==> config.mk <==
export PLATFORM = sky130hd
export DESIGN_NAME = qrun_cmd_reg
export DESIGN_NICKNAME = d
export VERILOG_FILES = /design/src/rtl/qrun_pkg.sv /design/src/rtl/qrun_decode.sv /design/src/rtl/qrun_lane.sv /design/src/rtl/qrun_cmd_reg.sv
export SDC_FILE = /design/constraint.sdc
export NUM_CORES = 1
export LEC_CHECK = 0
export ABC_CLOCK_PERIOD_IN_PS = 2700
export BUFFER_PORTS_ARGS = -buffer_cell sky130_fd_sc_hd__buf_2
export CAP_MARGIN = 10
export CELL_PAD_IN_SITES_DETAIL_PLACEMENT = 2
export CELL_PAD_IN_SITES_GLOBAL_PLACEMENT = 2
export CORE_UTILIZATION = 25
export CTS_BUF_LIST = sky130_fd_sc_hd__clkbuf_8
export CTS_CLUSTER_SIZE = 40
export DETAILED_ROUTE_END_ITERATION = 10
export GPL_TIMING_DRIVEN = 0
export PLACE_DENSITY = 0.93
export SYNTH_ARGS = -nofsm -noshare
export SYNTH_HDL_FRONTEND = slang
export SYNTH_SLANG_ARGS = --single-unit
==> constraint.sdc <==
create_clock -name clk -period 2.7 [get_ports clk]
set_clock_uncertainty 0.15 [all_clocks]
set_input_delay 0.27 -clock clk [delete_from_list [all_inputs] [get_ports clk]]
set_output_delay 0.27 -clock clk [all_outputs]
set_load 0.05 [all_outputs]
==> src/rtl/qrun_pkg.sv <==
package qrun_pkg;
  localparam int unsigned NQ     = 8;
  localparam int unsigned WORD_W = 32;
  localparam int unsigned LANE_W = 8;
  localparam int unsigned START_LO = 0;
  localparam int unsigned STOP_LO  = LANE_W;

  typedef struct packed {
    logic [NQ-1:0] start;
    logic [NQ-1:0] stop;
  } qrun_cmd_t;
endpackage

==> src/rtl/qrun_decode.sv <==
module qrun_decode
  import qrun_pkg::*;
#(
  parameter int unsigned N_Q = NQ,
  parameter int unsigned W   = WORD_W
) (
  input  logic          wr_en,
  input  logic [W-1:0]  wr_data,
  input  logic [N_Q-1:0] run,
  input  logic [N_Q-1:0] pend,
  output logic [N_Q-1:0] start,
  output logic [N_Q-1:0] stop,
  output logic [W-1:0]  rd_data
);
  localparam int unsigned USED_W = 2 * LANE_W;

  // Slice the two byte lanes of the write; everything above them is dropped.
  always_comb begin
    start = '0;
    stop  = '0;
    if (wr_en) begin
      start = wr_data[START_LO +: N_Q];
      stop  = wr_data[STOP_LO  +: N_Q];
    end
  end

  // Pack the status word: run bits low, pending stops in the next lane.
  always_comb begin
    rd_data = '0;
    rd_data[START_LO +: N_Q] = run;
    rd_data[STOP_LO  +: N_Q] = pend;
  end


  upper_zero_chk: assert final (rd_data[W-1:USED_W] == '0);
endmodule

==> src/rtl/qrun_lane.sv <==
module qrun_lane (
  input  logic clk,
  input  logic rst_n,
  input  logic start_i,
  input  logic stop_i,
  input  logic idle_i,
  output logic run_o,
  output logic pend_o,
  output logic kick_o
);
  logic run_q, pend_q, kick_q;

  always_ff @(posedge clk) begin
    if (!rst_n) begin
      run_q  <= 1'b0;
      pend_q <= 1'b0;
      kick_q <= 1'b0;
    end else begin
      kick_q <= start_i && !stop_i;
      if (stop_i) begin
        if (run_q) pend_q <= 1'b1;
      end else if (start_i) begin
        run_q  <= 1'b1;
        pend_q <= 1'b0;
      end else if (pend_q && idle_i) begin
        run_q  <= 1'b0;
        pend_q <= 1'b0;
      end
    end
  end

  assign run_o  = run_q;
  assign pend_o = pend_q;
  assign kick_o = kick_q;


  start_sets_run_chk: assert property (@(posedge clk) disable iff (!rst_n)
    (start_i && !stop_i) |=> (run_q && kick_q && !pend_q));

  stop_holds_run_chk: assert property (@(posedge clk) disable iff (!rst_n)
    (run_q && (stop_i || (pend_q && !idle_i))) |=> run_q);

  idle_clears_chk: assert property (@(posedge clk) disable iff (!rst_n)
    (pend_q && idle_i && !start_i && !stop_i) |=> (!run_q && !pend_q));

  stop_wins_chk: assert property (@(posedge clk) disable iff (!rst_n)
    (start_i && stop_i) |=> !kick_q);

  pend_needs_run_chk: assert property (@(posedge clk) disable iff (!rst_n)
    pend_q |-> run_q);

  idle_ignored_chk: assert property (@(posedge clk) disable iff (!rst_n)
    (run_q && !pend_q && !stop_i) |=> run_q);
endmodule

==> src/rtl/qrun_cmd_reg.sv <==
module qrun_cmd_reg
  import qrun_pkg::*;
#(
  parameter int unsigned N_Q = NQ,
  parameter int unsigned W   = WORD_W
) (
  input  logic           clk,
  input  logic           rst_n,
  input  logic           wr_en,
  input  logic [W-1:0]   wr_data,
  input  logic [N_Q-1:0] idle_i,
  output logic [N_Q-1:0] run_o,
  output logic [N_Q-1:0] kick_o,
  output logic [W-1:0]   rd_data
);
  qrun_cmd_t     cmd;
  logic [N_Q-1:0] pend;

  qrun_decode #(.N_Q(N_Q), .W(W)) u_dec (
    .wr_en   (wr_en),
    .wr_data (wr_data),
    .run     (run_o),
    .pend    (pend),
    .start   (cmd.start),
    .stop    (cmd.stop),
    .rd_data (rd_data)
  );

  for (genvar q = 0; q < N_Q; q++) begin : g_lane
    qrun_lane u_lane (
      .clk     (clk),
      .rst_n   (rst_n),
      .start_i (cmd.start[q]),
      .stop_i  (cmd.stop[q]),
      .idle_i  (idle_i[q]),
      .run_o   (run_o[q]),
      .pend_o  (pend[q]),
      .kick_o  (kick_o[q])
    );
  end


  reset_clear_chk: assert property (@(posedge clk)
    !rst_n |=> (run_o == '0 && kick_o == '0 && pend == '0));

  kick_one_cycle_chk: assert property (@(posedge clk) disable iff (!rst_n)
    (kick_o != '0 && cmd.start == '0) |=> (kick_o == '0));
endmodule

==> flow_metrics.py <==
metrics = {
    "critical_path": {
        "cp_max_fo": 4,
        "cp.required_ns": 2.28,
        "rrSetupSlack_ns": 1.73,
        "crit_type": "reg2out",
        "crit-reg2reg-launch": "g_lane[0].u_lane.pend_o",
        "cp.arrival_ns": 1.03,
        "start_kind": "flip-flop",
        "worstSetupEndpointType": "output port",
        "rr_endpoint": "g_lane[0].u_lane.run_o",
        "reg2reg_depth": 2,
    },
    "pwr": {
        "p_per_area_nw_per_um2": 456,
        "fin_total_pwr_mw": 0.844,
        "ir_worst_vdd_mv": 0.147,
        "p_leak_nw": 0.955,
    },
    "route": {
        "antenna_left": 0,
        "drt_iter0_drc": 21,
        "drt_pass1_iterations": 4,
        "via_per_inst": 4.02,
        "routed_wirelength_um": 3440,
        "vias": 1159,
        "post_drt_wl_per_cell_um": 11.9,
        "drc": 0,
    },
    "worst_hold_path": {
        "hp-class": "in2reg",
        "min_from": "wr_data[9]",
        "holdPathStages": 2,
        "worstHoldEndpoint": "g_lane[1].u_lane.kick_o",
    },
    "clocking": {
        "h-tree-depth": 1,
        "cts-root-buf": "clkbuf_8",
        "cts_buffer_depth": 2,
        "ctsHoldBuffers": 0,
        "cts_buffers": 3,
        "clk_latency_ns": 0.26,
        "cts.clk_slew.worst_paths_ns": 0.08,
        "cts_tree": "built",
        "ctsResizeCount": 0,
        "post_cts.repair.setup_buffers": 0,
        "cts_sinks": 24,
    },
    "yosys": {
        "yosys_warnings": 0,
        "ys_types": 15,
        "synth-async-reset-ratio_pct": 0,
        "synthSimpleGateAreaFrac_pct": 21.5,
        "ys_ff_latch": 24,
        "synth_area_leaders": "dfxtp_1 (35%), buf_4 (27%), nor3b_4 (5.4%)",
        "synth_top_family_by_area": "buffers and inverters",
        "synth-xor-area-share_pct": 0,
        "synthTopCellsByCount": "buf_4 (49), dfxtp_1 (24), nand2_1 (16)",
        "synth_mux_area_share_pct": 0,
        "avgSynthCellArea_sq_um": 9.65,
        "syn_area_sq_um": 1380,
        "synth_area_leader_cell": "dfxtp_1",
        "synth_adder_area_share_pct": 0,
        "synth_edf_count": 0,
        "synthFlopType": "dfxtp_1",
        "post-synth-top-count-cell": "buf_4",
        "synth_compound_area_share_pct": 13.8,
        "yosysTopAreaCellShare_pct": 34.8,
        "syn_inst": 143,
        "ys_seq_area_share_pct": 34.8,
    },
    "final_layout": {
        "final_util_pct": 35.6,
        "fillCellCount": 609,
        "fin_cells": 288,
        "drive_gt1_share_pct": 55.5,
        "regArea_sq_um": 480,
        "final_nets": 263,
        "multi_input_area_sq_um": 547,
        "diodes": 0,
        "areaGrowthSynthToFinish_pct": 34.1,
    },
    "global_route": {
        "grt_start_max_net_pins": 13,
        "grt_usage_pct": 12.6,
        "grt-ovfl-total": 0,
        "first_global_vias": 1245,
        "antenna_found_initial": 0,
        "grt_pass1_wl_um": 5850,
    },
    "timing": {
        "tns_ns": 0,
        "fin_crit_sh_pct": 53.8,
        "hold_violations": 0,
        "rsz0062_at_grt": "false",
        "fmax_mhz": 688,
        "setup_ws_ns": 1.25,
        "period_minus_slack_ns": 1.45,
        "setup_viol": 0,
        "slew_violations": 0,
    },
    "placement": {
        "hpwl_um": 2800,
        "io_buffers": 57,
        "dp_worst_setup_slack_ns": 1.39,
        "gp_congestion": 0.717,
        "dp.cells": 285,
    },
    "die": {
        "die_area_sq_um": 5820,
        "rows": 26,
        "die_w_um": 76.3,
        "core_sq_um": 5200,
        "io_pins": 91,
        "die_h_um": 76.3,
        "start_util_pct": 26.5,
    },
    "run_status": {
        "run_status": "complete, no violations",
    },
    "job": {
        "maxCapViolCount": 0,
    },
}
## critical path, cell delays in order, from the launching register on
cell     delay [ns]
dfxtp_1        0.40
buf_4          0.13
buf_2          0.24
## layout by cell type, fill, tap and decap left out, drive strengths merged
| master | netlist | final |
|---|---|---|
| a21boi | 8 | 8 |
| a31o | 8 | 8 |
| buf | 52 | 109 |
| clkbuf | 1 | 4 |
| conb | 1 | 16 |
| dfxtp | 24 | 24 |
| nand2 | 17 | 17 |
| nand3 | 8 | 8 |
| nand3b | 8 | 8 |
| nor3b | 8 | 8 |
| o211ai | 8 | 8 |
## layer usage
layer,vias to the layer above,share of wire (%),global-route usage (%)
met1,534,41,14.0
met4,0,0.82,3.46
li1,576,-,-
met5,-,0,0
met2,45,52,23.8
met3,4,6.1,2.87
## area by class of cell
class / count / share of cell area, %
multi-input cells: 81 / 29.5
repair buffers: 57 / 15.4
plain buffers: 53 / 22.1
flip-flops and latches: 24 / 26.0
well taps: 70 / 4.73
clock buffers: 3 / 2.23
## power by group
part,switching (mW),internal (mW),leakage (nW)
clock,0.111,0.0997,0.0216
combinational,0.169,0.0882,0.738
sequential,0.0104,0.366,0.195
total,0.290,0.554,0.955
## worst max-delay path by stage
| stage | startpoint | to | depth (start not counted) |
|---|---|---|---|
| 2_1_floorplan | wr_en | g_lane[1].u_lane.run_o | 5 |
| 3_3_place_gp | rst_n | g_lane[4].u_lane.pend_o | 3 |
| 3_5_place_dp | rst_n | g_lane[2].u_lane.pend_o | 3 |
| 4_1_cts | g_lane[1].u_lane.run_o | run_o[1] | 2 |
| 5_1_grt | g_lane[1].u_lane.run_o | rd_data[1] | 2 |
| 6_report | g_lane[5].u_lane.run_o | run_o[5] | 2 |
## cell families (layout without fill, tap and decap cells)
group / after synthesis / after routing
and+or+nand+nor: 41 / 41
DFF: 24 / 24
AOI/OAI and AO/OA: 24 / 24
other: 1 / 16
buffers and inverters: 53 / 113
## per-stage QoR
| step | hold slack [ns] | cell area (sq um) |
|---|---|---|
| after floorplan | 0.193 | 1440 |
| final | 0.0579 | 1850 |
| after CTS | 0.0526 | 1850 |
| after detailed placement | 0.339 | 1810 |
| after global routing | 0.0592 | 1850 |
| after global placement | 0.336 | 1810 |
## state kept, by name, summed over array words and instances (netlist names)
signal / flops
g_lane.u_lane.run_o: 8
g_lane.u_lane.pend_o: 8
g_lane.u_lane.kick_o: 8
(Power assumes the default switching activity.)
